<file path="config.mk">
export PLATFORM = sky130hd
export DESIGN_NAME = pc_branch_unit
export DESIGN_NICKNAME = d
export VERILOG_FILES = /design/src/rtl/pcb_pkg.sv /design/src/rtl/pcb_decode.sv /design/src/rtl/pcb_skip_eval.sv /design/src/rtl/pcb_ret_stack.sv /design/src/rtl/pc_branch_unit.sv
export SDC_FILE = /design/constraint.sdc
export NUM_CORES = 1
export LEC_CHECK = 0
export BUFFER_PORTS_ARGS = -buffer_cell sky130_fd_sc_hd__buf_2
export CELL_PAD_IN_SITES_DETAIL_PLACEMENT = 0
export CELL_PAD_IN_SITES_GLOBAL_PLACEMENT = 1
export CORE_MARGIN = 4
export CORE_UTILIZATION = 40
export CTS_BUF_LIST = sky130_fd_sc_hd__clkbuf_8
export CTS_CLUSTER_SIZE = 12
export DETAILED_ROUTE_END_ITERATION = 6
export PLACE_DENSITY_LB_ADDON = 0.1
export SETUP_SLACK_MARGIN = 0.2
export SYNTH_ARGS = -nofsm -noshare
export SYNTH_HDL_FRONTEND = slang
export SYNTH_SLANG_ARGS = --single-unit
</file>
<file path="constraint.sdc">
create_clock -name clk -period 7.16 [get_ports clk]
set_clock_uncertainty 0.2 [all_clocks]
set_input_delay 2.148 -clock clk [delete_from_list [all_inputs] [get_ports clk]]
set_output_delay 2.148 -clock clk [all_outputs]
set_load 0.005 [all_outputs]
</file>
<file path="src/rtl/pcb_pkg.sv">
package pcb_pkg;
    localparam int ADDR_W = 12;
    localparam int DATA_W = 8;
    localparam int INSN_W = 16;
    localparam logic [ADDR_W-1:0] LOAD_ADDR = 12'h200;

    typedef enum logic [2:0] {
        FLOW_SEQ,
        FLOW_JMP,
        FLOW_JMPV0,
        FLOW_CALL,
        FLOW_RET,
        FLOW_SKIP
    } flow_e;

    typedef enum logic [2:0] {
        COND_EQ_IMM,
        COND_NE_IMM,
        COND_EQ_REG,
        COND_NE_REG,
        COND_KEY_DN,
        COND_KEY_UP
    } cond_e;

    typedef struct packed {
        flow_e              flow;
        cond_e              cond;
        logic [ADDR_W-1:0]  target;
        logic [DATA_W-1:0]  imm;
    } dec_t;

    typedef struct packed {
        logic [ADDR_W-1:0]  pc;
        logic               halt;
        logic               ovf;
        logic               unf;
    } pcb_state_t;
endpackage

</file>
<file path="src/rtl/pcb_decode.sv">
module pcb_decode
    import pcb_pkg::*;
(
    input  logic [INSN_W-1:0] insn,
    output dec_t              dec
);
    logic [3:0] op_hi;
    logic [3:0] op_lo;
    logic [7:0] op_byte;

    always_comb begin
        op_hi   = insn[15:12];
        op_lo   = insn[3:0];
        op_byte = insn[7:0];
        dec.flow   = FLOW_SEQ;
        dec.cond   = COND_EQ_IMM;
        dec.target = insn[ADDR_W-1:0];
        dec.imm    = op_byte;
        unique case (op_hi)
            4'h0: if (insn == 16'h00EE) dec.flow = FLOW_RET;
            4'h1: dec.flow = FLOW_JMP;
            4'h2: dec.flow = FLOW_CALL;
            4'h3: begin dec.flow = FLOW_SKIP; dec.cond = COND_EQ_IMM; end
            4'h4: begin dec.flow = FLOW_SKIP; dec.cond = COND_NE_IMM; end
            4'h5: if (op_lo == 4'h0) begin dec.flow = FLOW_SKIP; dec.cond = COND_EQ_REG; end
            4'h9: if (op_lo == 4'h0) begin dec.flow = FLOW_SKIP; dec.cond = COND_NE_REG; end
            4'hB: dec.flow = FLOW_JMPV0;
            4'hE: begin
                if (op_byte == 8'h9E) begin dec.flow = FLOW_SKIP; dec.cond = COND_KEY_DN; end
                else if (op_byte == 8'hA1) begin dec.flow = FLOW_SKIP; dec.cond = COND_KEY_UP; end
            end
            default: dec.flow = FLOW_SEQ;
        endcase
    end
endmodule

</file>
<file path="src/rtl/pcb_skip_eval.sv">
module pcb_skip_eval
    import pcb_pkg::*;
#(
    parameter int KEYS = 16
) (
    input  cond_e             cond,
    input  logic [DATA_W-1:0] imm,
    input  logic [DATA_W-1:0] vx,
    input  logic [DATA_W-1:0] vy,
    input  logic [KEYS-1:0]   keys,
    output logic              take
);
    localparam int KEY_IDX_W = $clog2(KEYS);

    logic [KEY_IDX_W-1:0] key_idx;
    logic                 key_dn;

    always_comb begin
        key_idx = vx[KEY_IDX_W-1:0];
        key_dn  = keys[key_idx];
        unique case (cond)
            COND_EQ_IMM: take = (vx == imm);
            COND_NE_IMM: take = (vx != imm);
            COND_EQ_REG: take = (vx == vy);
            COND_NE_REG: take = (vx != vy);
            COND_KEY_DN: take = key_dn;
            COND_KEY_UP: take = !key_dn;
            default:     take = 1'b0;
        endcase
    end
endmodule

</file>
<file path="src/rtl/pcb_ret_stack.sv">
module pcb_ret_stack #(
    parameter int DEPTH = 16,
    parameter int WIDTH = 12
) (
    input  logic             clk,
    input  logic             rst_n,
    input  logic             push,
    input  logic             pop,
    input  logic [WIDTH-1:0] din,
    output logic [WIDTH-1:0] top,
    output logic             empty,
    output logic             full
);
    localparam int PTR_W = $clog2(DEPTH);
    localparam int CNT_W = $clog2(DEPTH + 1);

    logic [WIDTH-1:0] mem_q [DEPTH];
    logic [CNT_W-1:0] cnt_d, cnt_q;
    logic [PTR_W-1:0] wr_idx, rd_idx;

    always_comb begin
        empty  = (cnt_q == '0);
        full   = (cnt_q == CNT_W'(DEPTH));
        wr_idx = PTR_W'(cnt_q);
        rd_idx = PTR_W'(cnt_q - CNT_W'(1));
        top    = mem_q[rd_idx];
        cnt_d  = cnt_q;
        if (push && !full)
            cnt_d = cnt_q + CNT_W'(1);
        else if (pop && !empty)
            cnt_d = cnt_q - CNT_W'(1);
    end

    always_ff @(posedge clk) begin
        if (!rst_n) cnt_q <= '0;
        else        cnt_q <= cnt_d;
        if (push && !full) mem_q[wr_idx] <= din;
    end

    // the controller never asks for a push on a full stack
    a_r8_no_push_full: assert property (@(posedge clk) disable iff (!rst_n)
        push |-> !full);
    // the controller never asks for a pop on an empty stack
    a_r7_no_pop_empty: assert property (@(posedge clk) disable iff (!rst_n)
        pop |-> !empty);
    // push and pop are exclusive
    a_r6_push_pop_excl: assert property (@(posedge clk) disable iff (!rst_n)
        !(push && pop));
    a_r8_count_bound: assert property (@(posedge clk) disable iff (!rst_n)
        cnt_q <= CNT_W'(DEPTH));
endmodule

</file>
<file path="src/rtl/pc_branch_unit.sv">
module pc_branch_unit
    import pcb_pkg::*;
#(
    parameter int STACK_DEPTH = 16,
    parameter int KEYS        = 16
) (
    input  logic              clk,
    input  logic              rst_n,
    input  logic              step,
    input  logic [15:0]       insn,
    input  logic [7:0]        vx,
    input  logic [7:0]        vy,
    input  logic [7:0]        v0,
    input  logic [KEYS-1:0]   keys,
    output logic [11:0]       pc,
    output logic              halt,
    output logic              stack_overflow,
    output logic              stack_underflow
);
    localparam logic [ADDR_W-1:0] INC_ONE = ADDR_W'(INSN_W / 8);
    localparam logic [ADDR_W-1:0] INC_TWO = ADDR_W'(2 * (INSN_W / 8));

    dec_t              dec;
    logic              take;
    logic              push, pop;
    logic [ADDR_W-1:0] stk_top;
    logic              stk_empty, stk_full;
    logic [ADDR_W-1:0] ret_addr;
    pcb_state_t        st_d, st_q;

    pcb_decode u_dec (
        .insn (insn),
        .dec  (dec)
    );

    pcb_skip_eval #(.KEYS(KEYS)) u_skip (
        .cond (dec.cond),
        .imm  (dec.imm),
        .vx   (vx),
        .vy   (vy),
        .keys (keys),
        .take (take)
    );

    pcb_ret_stack #(.DEPTH(STACK_DEPTH), .WIDTH(ADDR_W)) u_stk (
        .clk   (clk),
        .rst_n (rst_n),
        .push  (push),
        .pop   (pop),
        .din   (ret_addr),
        .top   (stk_top),
        .empty (stk_empty),
        .full  (stk_full)
    );

    always_comb begin
        st_d     = st_q;
        push     = 1'b0;
        pop      = 1'b0;
        ret_addr = st_q.pc + INC_ONE;
        if (step && !st_q.halt) begin
            unique case (dec.flow)
                FLOW_JMP: begin
                    st_d.pc = dec.target;
                    if (dec.target == st_q.pc) st_d.halt = 1'b1;
                end
                FLOW_JMPV0: st_d.pc = dec.target + ADDR_W'(v0);
                FLOW_CALL: begin
                    if (stk_full) st_d.ovf = 1'b1;
                    else          push = 1'b1;
                    st_d.pc = dec.target;
                end
                FLOW_RET: begin
                    if (stk_empty) begin
                        st_d.pc  = LOAD_ADDR;
                        st_d.unf = 1'b1;
                    end else begin
                        pop     = 1'b1;
                        st_d.pc = stk_top;
                    end
                end
                FLOW_SKIP: st_d.pc = st_q.pc + (take ? INC_TWO : INC_ONE);
                default:   st_d.pc = st_q.pc + INC_ONE;
            endcase
        end
    end

    always_ff @(posedge clk) begin
        if (!rst_n) begin
            st_q.pc   <= LOAD_ADDR;
            st_q.halt <= 1'b0;
            st_q.ovf  <= 1'b0;
            st_q.unf  <= 1'b0;
        end else begin
            st_q <= st_d;
        end
    end

    assign pc              = st_q.pc;
    assign halt            = st_q.halt;
    assign stack_overflow  = st_q.ovf;
    assign stack_underflow = st_q.unf;

    a_r2_hold_idle: assert property (@(posedge clk) disable iff (!rst_n)
        !step |=> $stable(pc) && $stable(halt));
    a_r3_halt_freeze: assert property (@(posedge clk) disable iff (!rst_n)
        halt |=> halt && $stable(pc));
    a_r3_jump_lands: assert property (@(posedge clk) disable iff (!rst_n)
        step && !halt && insn[15:12] == 4'h1 |=> pc == $past(insn[11:0]));
    a_r5_call_lands: assert property (@(posedge clk) disable iff (!rst_n)
        step && !halt && insn[15:12] == 4'h2 |=> pc == $past(insn[11:0]));
    a_r8_ovf_sticky: assert property (@(posedge clk) disable iff (!rst_n)
        stack_overflow |=> stack_overflow);
    a_r7_unf_sticky: assert property (@(posedge clk) disable iff (!rst_n)
        stack_underflow |=> stack_underflow);
    a_r2_advance_even: assert property (@(posedge clk) disable iff (!rst_n)
        step && !halt && insn[15:12] == 4'h6 |=> pc == $past(pc) + 12'd2);
endmodule

</file>
==> Yosys cells after proc, flatten, opt, wreduce, memory -nomap -nowiden <==
Memory sizes are Yosys's and may differ from the RTL's.
Index checks and enable logic that the tools add are counted.
{ "classes": {"n_addsub": 5, "eq_ne": 27, "reduce_logical": 17, "n_lt_le_gt_ge": 1, "n_mux": 23} }
{ "op_table": {"columns": ["cell", "count"], "rows": [
  ["12-bit case mux with 4 select lines", 1],
  ["6-bit 2-to-1 mux", 4],
  ["3-bit case mux with 8 select lines", 1],
  ["16-bit by 8-bit == test with 1-bit output (second input constant)", 1],
  ["8-bit == test", 2],
  ["8-bit == test (second input constant)", 2],
  ["8-bit inequality test", 2],
  ["12-bit by 2-bit adder with 12-bit output (second input constant)", 1],
  ["12-bit by 3-bit adder with 12-bit output", 1],
  ["12-bit by 8-bit adder with 12-bit output", 1],
  ["12-bit == test", 1],
  ["3-bit by 2-bit == test with 1-bit output (second input constant)", 4],
  ["3-bit == test (second input constant)", 4],
  ["4-bit == test (second input constant)", 3],
  ["12-bit 2-to-1 mux", 1],
  ["3-bit case mux with 4 select lines", 1],
  ["5-bit 2-to-1 mux", 2],
  ["1-bit 2-to-1 mux", 9],
  ["3-bit AND reduction", 3],
  ["4-bit by 2-bit == test with 1-bit output (second input constant)", 2],
  ["4-bit by 3-bit == test with 1-bit output (second input constant)", 2],
  ["4-bit logical NOT", 2],
  ["3-bit by 1-bit == test with 1-bit output (second input constant)", 2],
  ["3-bit 2-to-1 mux", 2],
  ["13 further kinds", 19]
]} }
{ "word_totals": {"mem_count": 1, "elab_cells": 79, "ram_bits": 192, "regBits": 20, "inputBits": 59, "output_inout_bits": 15} }
{ "mem_list": {"columns": ["memory", "depth", "word_bits", "rd", "rd_clocked_by_memory_dff", "write_ports", "line", "rtl"], "rows": [
  ["u_stk.mem_q", 16, 12, 1, 0, 1, "pcb_ret_stack.sv:17", "logic [WIDTH-1:0] mem_q [DEPTH];"]
]} }

==> Depth between registers and ports, before layout <==
Gate-level depths: netlist (run 1).
{ "logic_depth": {"word_depth": 10, "mapped_depth": 18, "depth_no_buf": 16} }

==> By module <==
From an unflattened synthesis (run 1), not the netlist that was laid out.
{ "unflattened": {"cells_unflattened": 833, "area_unflattened_um2": 11159.5} }
{ "modules_own_cells": {"columns": ["mod", "cells_each", "seq_area_each_um2", "area_per_inst_um2", "instances"], "rows": [
  ["pcb_ret_stack", 385, 5865.6, 7865.0, 1],
  ["pc_branch_unit", 307, 300.3, 2238.4, 1],
  ["pcb_skip_eval", 83, 0.0, 646.9, 1],
  ["pcb_decode", 58, 0.0, 409.1, 1]
]} }

==> Least setup slack after synthesis (run 1) <==
No wires, ideal clock.
{ "synth_path": {"path_type": "in2reg", "startpoint": "input port insn[1]", "endpoint": "register pc[11] (netlist name)", "setup_ps": 133, "cell_stages": 18, "setup_slack_ps": 1365, "path_buffers": 2, "t_arrival_ps": 5462, "required_ps": 6827, "path_cell_list": "buf_6 -> nor3_1 -> nor4b_4 -> and2_1 -> buf_2 -> mux2i_1 -> xor2_1 -> nand3_1 -> o31a_1 -> ha_1 -> fa_1 -> and3_1 -> nand3_1 -> nor2_1 -> xnor2_1 -> o21ai_0 -> a211oi_1 -> o221ai_1"} }
{ "synth_between": {"elab_chain_cells": 9, "elab_cells_between_ends": 30, "cone_classes": "add/sub (2); eq/ne (15); mux (10); reduce/logical (3)"} }
{ "synth_lines": {"columns": ["item", "line", "rtl"], "rows": [
  ["start: declaration", "pc_branch_unit.sv:10", "input logic [15:0] insn,"],
  ["8-bit == test", "pcb_decode.sv:30", "else if (op_byte == 8'hA1) begin dec.flow = FLOW_SKIP; dec.cond = COND_KEY_UP; end"],
  ["6-bit 2-to-1 mux", "pcb_decode.sv:30", null],
  ["6-bit 2-to-1 mux", "pcb_decode.sv:29", "if (op_byte == 8'h9E) begin dec.flow = FLOW_SKIP; dec.cond = COND_KEY_DN; end"],
  ["3-bit case mux with 4 select lines", "pcb_decode.sv:19", "unique case (op_hi)"],
  ["3-bit == test (tied with other cells)", "pcb_skip_eval.sv:21", "unique case (cond)"],
  ["1-bit case mux with 6 select lines", "pcb_skip_eval.sv:21", null],
  ["3-bit 2-to-1 mux", "pc_branch_unit.sv:82", "FLOW_SKIP: st_d.pc = st_q.pc + (take ? INC_TWO : INC_ONE);"],
  ["12-bit by 3-bit adder with 12-bit output", "pc_branch_unit.sv:82", null],
  ["12-bit case mux with 4 select lines *", "pc_branch_unit.sv:62", "unique case (dec.flow)"]
]} }
Mark *: on every way between the ends. The rest lies on a longest branch, timed or not.
A chain may end at the register's enable or synchronous reset.

==> Final worst setup path (run 1) <==
{ "layout_path": {"startpoint": "input port insn[1]", "endpoint": "register pc[11] (netlist name)"} }
{ "layout_between": {"elab_chain_cells": 9, "elab_cells_between_ends": 30, "cone_classes": "add/sub (2); eq/ne (15); mux (10); reduce/logical (3)"} }
{ "layout_lines": {"columns": ["item", "line"], "rows": [
  ["8-bit == test", "pcb_decode.sv:30"],
  ["6-bit 2-to-1 mux", "pcb_decode.sv:30"],
  ["6-bit 2-to-1 mux", "pcb_decode.sv:29"],
  ["3-bit case mux with 4 select lines", "pcb_decode.sv:19"],
  ["3-bit == test (tied with other cells)", "pcb_skip_eval.sv:21"],
  ["1-bit case mux with 6 select lines", "pcb_skip_eval.sv:21"],
  ["3-bit 2-to-1 mux", "pc_branch_unit.sv:82"],
  ["12-bit by 3-bit adder with 12-bit output", "pc_branch_unit.sv:82"],
  ["12-bit case mux with 4 select lines *", "pc_branch_unit.sv:62"]
]} }
Marks and branches as above.

==> impl_metrics.csv, run 1 <==
group,metric,value,unit
pwr,finalPower,2.588,mW
pwr,ir_worst_vdd,0.0001579,V
pwr,switchingPower,627.0,uW
pwr,p_per_area,219.2,mW/mm^2
pwr,power.leakage,4.068,nW
sta,worstMarginPinSlew,1.328,ns
worst_setup_path,end_kind,"flop",
logic_synthesis,synth_edf_count,192,
logic_synthesis,avgSynthCellArea,14.57,um^2
clock_network,post_cts_buffers,0,
sta,relSlewSlack,10.83,%
logic_synthesis,synthArstFlopShare,0,%
place,gp_congestion,0.8238,
pwr,clockPowerShare,38.3,%
logic_synthesis,ys_ff_latch,212,
grt,overflow,0,
grt,grt_max_degree,39,
layout,fin_nets,869,
detailed_routing,routed_wl,26.23,mm
floorplanning,rows,59,
pwr,power_frac_comb,8.7,%
logic_synthesis,syn-num-nets,800,
layout,syn2layout_area_growth,12.11,%
clock_network,clock_latency,0.53,ns
clock_network,clk_path_buf_depth,3,
logic_synthesis,synth_ff_type,"edfxtp_1",
sta,fmax,169.0,MHz
run,drv_cap,0,
floorplanning,num_io_pins,74,
layout,n_fill_cell,2343,
floorplanning,start_util,40.53,%
floorplanning,die_y,170.3,um
sta,period_share,82.66,%
floorplanning,die_area,0.02899,mm^2
hold_path,hp-start,"stack_overflow",
layout,antenna_cells,0,
clock_network,root_buffer,"clkbuf_8",
clock_network,postCtsResizedCells,0,
detailed_routing,routed_via_density,5.699,
detailed_routing,dr.first_iter.drc_count,541,
status,outcome,"finished clean",
logic_synthesis,synthCells,723,
worst_setup_path,critPathLaunchType,"primary input",
clock_network,cts_num_sinks,212,
layout,layout-drive-gt1-share,25.15,%
grt,grt_usage,18.18,%
layout,seq_area,0.006170,mm^2
grt,antenna_found_initial,0,
clock_network,cts_tree,"yes",
hold_path,min_path_type,"reg -> reg",
worst_setup_path,worstPathRequired,7.32,ns
clock_network,cts.clk_slew.worst_paths,0.06,ns
place,io_buffer_count,73,
sta,hold_viol,0,
worst_setup_path,critPathLaunch,"insn[1]",
worst_setup_path,crit_type,"in -> reg",
layout,multi_input_comb_area,0.004100,mm^2
grt,grt_first_pass_wirelength,40.48,mm
sta,period_minus_slack,5.918,ns
logic_synthesis,synth_cell_types,67,
layout,layout_commonest_cell,"edfxtp_1",
worst_setup_path,critPathArrivalTime,6.08,ns
detailed_routing,wl_per_cell,22.81,um
sta,setup-tns-final,0,ns
pwr,p_int,1.961,mW
clock_network,hold_buffers,0,
clock_network,cts_htree_levels,2,
worst_setup_path,r2r-start,"u_stk.cnt_q[0]",
clock_network,cts_made_buffers,36,
logic_synthesis,ys_seq_area_share,58.55,%
pwr,pwr-share-seq,53.0,%
grt,grt_pass1_vias,6600,
floorplanning,fp.coreArea,0.02598,mm^2
sta,drv_slew,0,
layout,layout_common_cells,"edfxtp_1, buf_2, mux4_2, clkbuf_8, xnor2_1",
logic_synthesis,ys.warnings.count,0,
place,hpwlAfterDp,18.17,mm
detailed_routing,vias,6554,
detailed_routing,drcViolationCount,0,
sta,rsz0062_at_grt,"false",
pwr,switching_share,24.23,%
sta,setup_viol,0,
logic_synthesis,synth_area,0.01053,mm^2
detailed_routing,drtAntennaViolNets,0,
detailed_routing,drt_pass1_iterations,5,
floorplanning,die_x,170.3,um
worst_setup_path,crit_fanout,15,
layer usage:
| layer | wire length (um) | GRT usage [%] | vias up |
|---|---|---|---|
| li1 | - | - | 2990 |
| met5 | 0 | 0 | - |
| met3 | 1481 | 3.089 | 48 |
| met2 | 12340 | 29.30 | 200 |
| met1 | 11750 | 25.44 | 3316 |
| met4 | 649 | 5.556 | 0 |
sequential cells by signal, summed over array words and instances, names as in the netlist:
signal / count
stack_overflow: 1
u_stk.mem_q: 192
stack_underflow: 1
pc: 12
halt: 1
u_stk.cnt_q: 5
logic make-up after synthesis:
logic type,after synthesis,share of synthesized area [%]
DFF,212,58.55
and+or+nand+nor,181,9.944
AOI/OAI and AO/OA,121,8.222
muxes,74,13.52
buffers and inverters,61,2.828
xor gates and xnor gates,56,4.657
adders and majority gates,18,2.281
path summary, 6_finish.rpt:
| check | to | slack (ns) | cells past startpoint |
|---|---|---|---|
| worst max register to register | pc[9] | 3.25 | 8 |
| worst max-delay path | pc[11] | 1.24 | 17 |
| worst min-delay path | stack_overflow | 0.31 | 2 |
| worst min register to register | stack_overflow | 0.31 | 2 |
final cells by class:
cell class | instances | share of cell area (%)
Sequential cell | 212 | 52.26
Multi-Input combinational cell | 450 | 34.73
Clock buffer | 36 | 4.197
Timing Repair Buffer | 81 | 3.603
Tap cell | 335 | 3.550
Clock inverter | 25 | 1.314
Inverter | 11 | 0.3497
worst max-delay path: stages:
cell and delay (ns):
buf_2 0.19, nor4b_4 0.69, a21oi_1 0.26, and2_1 0.31, a21oi_1 0.19, xor2_1 0.16, nand2_1 0.09, o31a_1 0.33
ha_1 0.22, fa_1 0.44, and3_1 0.23, nand3_1 0.15, nor2_1 0.07, xnor2_1 0.12, o21ai_0 0.08, a211oi_1 0.26
o221ai_1 0.14
power by group through the flow:
stage	clock [mW]	combinational, mW	sequential [mW]
floorplan	0	0.155	1.39
global placement	0	0.222	1.40
detailed placement	0	0.225	1.40
CTS	1.03	0.226	1.37
global route	1.08	0.247	1.37
finish	0.990	0.226	1.37
cell usage after synthesis, types with 4 or more instances:
| library cell | count | area share [%] |
|---|---|---|
| ha_1 | 16 | 1.9 |
| a211oi_1 | 15 | 1.1 |
| and3_1 | 12 | 0.71 |
| o211ai_1 | 5 | 0.36 |
| a22oi_1 | 4 | 0.29 |
| buf_2 | 16 | 0.76 |
| mux2i_1 | 14 | 1.3 |
| nand3_1 | 27 | 1.3 |
| edfxtp_1 | 192 | 55 |
| nor2b_1 | 14 | 0.83 |
| nand2_1 | 32 | 1.1 |
| a31oi_1 | 6 | 0.36 |
| nand4_1 | 6 | 0.36 |
| buf_6 | 5 | 0.53 |
| o221ai_1 | 8 | 0.67 |
| and2_1 | 16 | 0.95 |
| a21oi_1 | 18 | 0.86 |
| nor2_1 | 26 | 0.93 |
| a21o_1 | 6 | 0.43 |
| o21ai_0 | 24 | 1.1 |
| dfxtp_1 | 20 | 3.8 |
| and4_1 | 5 | 0.42 |
| mux4_2 | 54 | 12 |
| clkbuf_1 | 23 | 0.82 |
| o31a_1 | 4 | 0.33 |
| inv_1 | 11 | 0.39 |
| a21boi_0 | 5 | 0.36 |
| nor3_1 | 16 | 0.76 |
| xnor2_1 | 37 | 3.1 |
| xor2_1 | 19 | 1.6 |
| mux2_2 | 6 | 0.64 |
per-stage QoR:
stage	util (%)	setup slack (ns)	instances	hold slack [ns]	instance area [um^2]
3_5_place_dp	42.90	0.7151	1089	0.3153	11150
5_1_grt	45.44	0.8542	1150	0.3521	11810
2_1_floorplan	-	1.365	723	0.2644	10530
4_1_cts	45.41	1.266	1150	0.3316	11800
6_report	45.44	1.242	1150	0.3097	11810
3_3_place_gp	42.90	0.8557	1089	0.2891	11150
No activity file was read; power rests on OpenSTA's default activity.
==> inputs of run 2 (changes only) <==
Clock period 7.16 ns to 5.1 ns, I/O delays scaled along.
==> impl_metrics.csv, run 2 (synthesis results as in run 1) <==
group,metric,value,unit
status,outcome,"finished clean",
floorplanning,start_util,40.53,%
floorplanning,num_io_pins,74,
worst_setup_path,worstPathRequired,5.29,ns
sta,worstMarginPinSlew,1.229,ns
pwr,switching_share,23.52,%
clock_network,clk_path_buf_depth,3,
detailed_routing,routed_via_density,5.574,
clock_network,hold_buffers,0,
place,io_buffer_count,73,
grt,overflow,0,
grt,grt_first_pass_wirelength,41.00,mm
worst_setup_path,critPathArrivalTime,4.90,ns
place,gp_congestion,0.8222,
floorplanning,fp.coreArea,0.02598,mm^2
layout,syn2layout_area_growth,16.35,%
worst_setup_path,end_kind,"flop",
worst_setup_path,r2r_slack,1.41,ns
layout,fin_nets,906,
pwr,p_int,2.974,mW
layout,layout-drive-gt1-share,29.37,%
layout,seq_area,0.006170,mm^2
place,hpwlAfterDp,18.47,mm
sta,setup-tns-final,0,ns
detailed_routing,wl_per_cell,22.48,um
sta,setup_viol,0,
sta,fin_worst_hold_slack,0.2755,ns
layout,final_cells,1193,
sta,rsz0062_at_grt,"false",
layout,reg.largest.list,"u_stk.mem_q (192), pc (12), u_stk.cnt_q (5)",
detailed_routing,dr.first_iter.drc_count,427,
detailed_routing,vias,6650,
hold_path,min_path_type,"reg -> reg",
worst_setup_path,critPathLaunch,"insn[1]",
layout,antenna_cells,0,
layout,layout_commonest_cell,"edfxtp_1",
sta,layout_setup_ws,0.3869,ns
clock_network,cts_htree_levels,2,
clock_network,cts.clk_slew.worst_paths,0.06,ns
sta,fmax,212.2,MHz
sta,hold_viol,0,
clock_network,post_cts_buffers,0,
sta,period_minus_slack,4.713,ns
pwr,pwr-share-seq,49.5,%
grt,grt_max_degree,44,
grt,grt_pass1_vias,6984,
clock_network,postCtsResizedCells,0,
grt,antenna_found_initial,0,
clock_network,clock_latency,0.54,ns
worst_setup_path,r2r-start,"u_stk.cnt_q[0]",
worst_setup_path,crit_fanout,4,
pwr,clockPowerShare,41.9,%
clock_network,root_buffer,"clkbuf_8",
floorplanning,die_x,170.3,um
detailed_routing,drcViolationCount,0,
place,place_inst,1123,
clock_network,cts_num_sinks,212,
layout,multi_input_comb_area,0.004134,mm^2
pwr,power_frac_comb,8.7,%
run,drv_cap,0,
layout,layout_common_cells,"edfxtp_1, buf_2, mux4_2, buf_4, clkbuf_8",
layout,largest_register_ffs,192,
pwr,switchingPower,914.8,uW
worst_setup_path,critPathLaunchType,"primary input",
detailed_routing,drtAntennaViolNets,0,
floorplanning,rows,59,
layout,n_fill_cell,2311,
floorplanning,die_y,170.3,um
pwr,finalPower,3.889,mW
detailed_routing,routed_wl,26.82,mm
sta,period_share,92.41,%
clock_network,cts_tree,"yes",
grt,grt_usage,18.39,%
place,dp_slack,-0.2172,ns
hold_path,hp-start,"stack_underflow",
pwr,p_per_area,317.4,mW/mm^2
detailed_routing,drt_pass1_iterations,5,
sta,relSlewSlack,17.78,%
pwr,power.leakage,4.310,nW
pwr,ir_worst_vdd,0.0002291,V
clock_network,cts_made_buffers,37,
sta,drv_slew,0,
layout,regMostFlops,"u_stk.mem_q",
floorplanning,die_area,0.02899,mm^2
worst_setup_path,crit_type,"in -> reg",
## run 2: cell types whose count changed in the layout (fill, tap and decap cells not counted), sizes merged
cell,previous run,this run
buf,81,117
bufinv,1,4
clkbuf,36,39
inv,22,24
clkinv,13,12
## run 2: through the flow
stage / utilization [%] / instance area, um^2
finish: 47.15 / 12250
global route: 47.15 / 12250
CTS: 47.01 / 12220
detailed placement: 43.96 / 11420
global placement: 43.96 / 11420
floorplan: - / 10570
## run 2: layout make-up
class                           instances  area share [%]
Sequential cell                       212           50.35
Inverter                               11          0.3370
Tap cell                              335           3.421
Clock inverter                         29           2.093
Multi-Input combinational cell        450           33.74
Clock buffer                           39           4.381
Timing Repair Buffer                  117           5.678
## run 2: final timing paths
check,cells after the start,endpoint
worst min-delay path,1,stack_underflow
worst min register to register,1,stack_underflow
worst max register to register,8,pc[7]
worst max-delay path,17,pc[11]
## run 2: critical path, cell delays in order
cell       delay [ns]
buf_2            0.15
nor4b_4          0.35
a21boi_1         0.13
or3_1            0.40
a2111oi_4        0.37
a31oi_1          0.17
a21oi_2          0.17
o31a_1           0.21
ha_2             0.21
fa_2             0.22
and3_4           0.20
nand3_2          0.11
nor2_2           0.13
xnor2_1          0.12
o21ai_0          0.10
a211oi_1         0.20
o221ai_1         0.13
## run 2: power groups by stage
stage | combinational [mW] | sequential, mW | clock, mW
finish | 0.337 | 1.92 | 1.63
global route | 0.367 | 1.92 | 1.76
CTS | 0.335 | 1.92 | 1.68
detailed placement | 0.333 | 1.96 | 0
global placement | 0.326 | 1.96 | 0
floorplan | 0.219 | 1.95 | 0
## run 2: layer usage
| layer | share of wire, % | routed length, um | global-route usage [%] | up-vias |
|---|---|---|---|---|
| met5 | 0 | 0 | 0 | - |
| met4 | 2.4 | 650 | 5.625 | 0 |
| met3 | 4.6 | 1240 | 2.997 | 49 |
| met2 | 48 | 12850 | 30.40 | 175 |
| met1 | 45 | 12070 | 25.16 | 3358 |
| li1 | - | - | - | 3068 |
==> inputs of run 3 (changes only) <==
--- a/config.mk
+++ b/config.mk
@@ -6,4 +6,5 @@
 export NUM_CORES = 1
 export LEC_CHECK = 0
+export ABC_AREA = 1
 export BUFFER_PORTS_ARGS = -buffer_cell sky130_fd_sc_hd__buf_2
 export CELL_PAD_IN_SITES_DETAIL_PLACEMENT = 0
==> constraint.sdc (replaced) <==
create_clock -name clk -period 5.1 [get_ports clk]
set_clock_uncertainty 0.2 [all_clocks]
set_input_delay 0.765 -clock clk [delete_from_list [all_inputs] [get_ports clk]]
set_output_delay 0.765 -clock clk [all_outputs]
set_load 0.005 [all_outputs]
==> impl_metrics.csv, run 3 <==
group,metric,value,unit
sta,rsz0062_at_grt,"false",
logic_synthesis,synthArstFlopShare,0,%
logic_synthesis,ys_seq_area_share,54.93,%
layout,syn2layout_area_growth,12.95,%
pwr,p_per_area,294.9,mW/mm^2
worst_setup_path,max_stage_delay,0.34,ns
floorplanning,die_y,175.5,um
worst_setup_path,critPathLaunch,"insn[3]",
sta,fmax,281.2,MHz
layout,layout_common_cells,"nand2_1, nand3_1, edfxtp_1, nor2_1, inv_1",
layout,layout_commonest_cell,"nand2_1",
worst_setup_path,crit_fanout,10,
logic_synthesis,syn-num-nets,1360,
detailed_routing,dr.first_iter.drc_count,658,
worst_setup_path,crit_type,"in -> reg",
logic_synthesis,synth_top_area_share,51.37,%
layout,regMostFlops,"u_stk.mem_q",
clock_network,clock_latency,0.51,ns
place,gp_congestion,0.8630,
grt,antenna_found_initial,0,
logic_synthesis,synth_commonest_cells,"nand2_1, nand3_1, edfxtp_1",
worst_setup_path,r2r_slack,1.58,ns
logic_synthesis,synth_top_cell_by_area,"edfxtp_1",
worst_setup_path,critPathTopFamily,"simple AND/OR/NAND/NOR gates",
layout,layout-drive-gt1-share,14.32,%
worst_setup_path,r2r-start,"u_stk.cnt_q[0]",
grt,grt_max_degree,100,
sta,period_minus_slack,3.556,ns
logic_synthesis,ys_ff_latch,212,
detailed_routing,wl_met3,1.861,mm
worst_setup_path,critPathLaunchType,"primary input",
worst_setup_path,crit_end,"pc[8]",
detailed_routing,routed_via_density,5.042,
logic_synthesis,synth.most_common_cell,"nand2_1",
detailed_routing,routed_wl,31.72,mm
floorplanning,num_io_pins,74,
floorplanning,die_x,175.5,um
clock_network,cts_htree_levels,2,
logic_synthesis,synth_edf_count,192,
layout,reg.largest.list,"u_stk.mem_q (192), pc (12), u_stk.cnt_q (5)",
detailed_routing,drcViolationCount,0,
detailed_routing,wl_per_cell,17.87,um
pwr,power.leakage,5.278,nW
worst_setup_path,cp_cell_sequence,"buf_2 > inv_2 > nand2_2 > nor2_4 > nand2_2 > o21ai_1 > xor2_1 > inv_1 > nor2_1 > nand3_1 > nand3_1 > ha_1 > nand2_1 > inv_1 > o21ai_0 > nor2_1 > nand2_1 > nand2_1 > nand2_1 > nand2_1 > nor2_1 > nand2_1 > nand2_1 > a21oi_1",
logic_synthesis,ys.warnings.count,0,
logic_synthesis,synthCells,1283,
worst_setup_path,r2r_end,"pc[3]",
floorplanning,rows,61,
place,io_buffer_count,73,
pwr,ir_worst_vdd,0.0001509,V
grt,overflow,0,
logic_synthesis,yosys-top-cells-area,"edfxtp_1, nand2_1, nand3_1",
sta,setup_viol,0,
worst_setup_path,ff2ff_path_depth,12,
detailed_routing,maxUsedRoutingLayer,"met4",
hold_path,min_path_type,"reg -> reg",
clock_network,postCtsResizedCells,0,
sta,hold_viol,0,
place,hpwlAfterDp,21.07,mm
logic_synthesis,synth_cell_types,42,
layout,fin_nets,1449,
clock_network,hold_buffers,0,
worst_setup_path,end_kind,"flop",
worst_setup_path,critPathArrivalTime,3.71,ns
sta,setup-tns-final,0,ns
sta,drv_slew,0,
grt,grt_pass1_vias,8399,
status,outcome,"finished clean",
logic_synthesis,synth_ff_type,"edfxtp_1",
worst_setup_path,critPathBufInv,4,
run,drv_cap,0,
floorplanning,start_util,40.51,%
floorplanning,fp.coreArea,0.02771,mm^2
detailed_routing,drt_pass1_iterations,5,
clock_network,cts_made_buffers,38,
detailed_routing,wl_met2,14.00,mm
grt,grt_usage,20.31,%
detailed_routing,drtAntennaViolNets,0,
layout,final_core_util,45.76,%
clock_network,root_buffer,"clkbuf_8",
layout,n_fill_cell,2764,
worst_setup_path,crit_path_frequent_cell,"nand2_1",
clock_network,cts_num_sinks,212,
clock_network,cts_tree,"yes",
hold_path,hold_depth,2,
floorplanning,die_area,0.03081,mm^2
clock_network,post_cts_buffers,0,
logic_synthesis,avgSynthCellArea,8.749,um^2
layout,largest_register_ffs,192,
sta,worstMarginPinSlew,1.226,ns
logic_synthesis,synth_area,0.01122,mm^2
clock_network,clk_path_buf_depth,3,
sta,relSlewSlack,17.98,%
grt,grt_first_pass_wirelength,49.10,mm
sta,period_share,69.72,%
layout,antenna_cells,0,
detailed_routing,vias,8949,
detailed_routing,wl_met1,15.45,mm
worst_setup_path,worstPathRequired,5.26,ns
clock_network,cts.clk_slew.worst_paths,0.06,ns
worst_setup_path,cp_slowest_cell,"o21ai_0",
worst_setup_path,cp_num_cells,24,
[run 3: logic make-up (layout without fill, tap and decap cells)]
| logic type | Yosys count | count (layout) | synth area share (%) |
|---|---|---|---|
| compound gates | 92 | 92 | 4.548 |
| xor+xnor | 21 | 21 | 1.639 |
| fa+ha+maj | 18 | 18 | 2.140 |
| buf+inv | 153 | 267 | 5.730 |
| flops | 212 | 212 | 54.93 |
| simple gates | 787 | 787 | 31.01 |
[run 3: per-stage QoR]
stage	total power, mW	instance area (um^2)	instances	hold slack [ns]	worst slack, ns
after floorplan	2.217	11220	1283	0.2605	1.709
after global placement	2.363	12010	1710	0.2812	1.000
after detailed placement	2.361	12010	1710	0.2816	1.020
after CTS	3.783	12680	1775	0.2914	1.503
after global routing	3.911	12680	1775	0.3222	1.025
final	3.738	12680	1775	0.2902	1.544
[run 3: worst register-to-register path: cells and delay by family, from the launching register on]
family          cells  cell delay [ns]
simple gates        6             0.87
buf+inv             4             1.64
compound gates      2             0.19
flops               1             0.47
[run 3: layout make-up]
class                      instances  area [um^2]  area share (%)
clock inverter                    26        127.6           1.007
sequential                       212         6170           48.66
tap                              378        473.0           3.730
timing repair buffer             100        568.0           4.480
clock buffer                      39        536.8           4.234
inverter                         102        385.4           3.040
multi-input combinational        918         4418           34.85
[run 3: how the worst min path moves through the flow]
stage / from / endpoint / slack, ns
2_1_floorplan: stack_overflow / stack_overflow / 0.26
3_3_place_gp: halt / halt / 0.28
3_5_place_dp: halt / halt / 0.28
4_1_cts: halt / halt / 0.29
5_1_grt: halt / halt / 0.32
6_report: halt / halt / 0.29
[run 3: power breakdown]
group / switching, mW / internal (mW) / total [mW]
Sequential: 0.0239 / 1.92 / 1.94
Combinational: 0.262 / 0.122 / 0.384
Clock: 0.662 / 0.753 / 1.42
Total: 0.948 / 2.79 / 3.74
[run 3: layer usage]
metal	vias to the layer above	GRT usage [%]
met5	-	0
met4	0	4.321
met3	29	3.056
met2	242	30.54
met1	4176	31.30
li1	4502	-
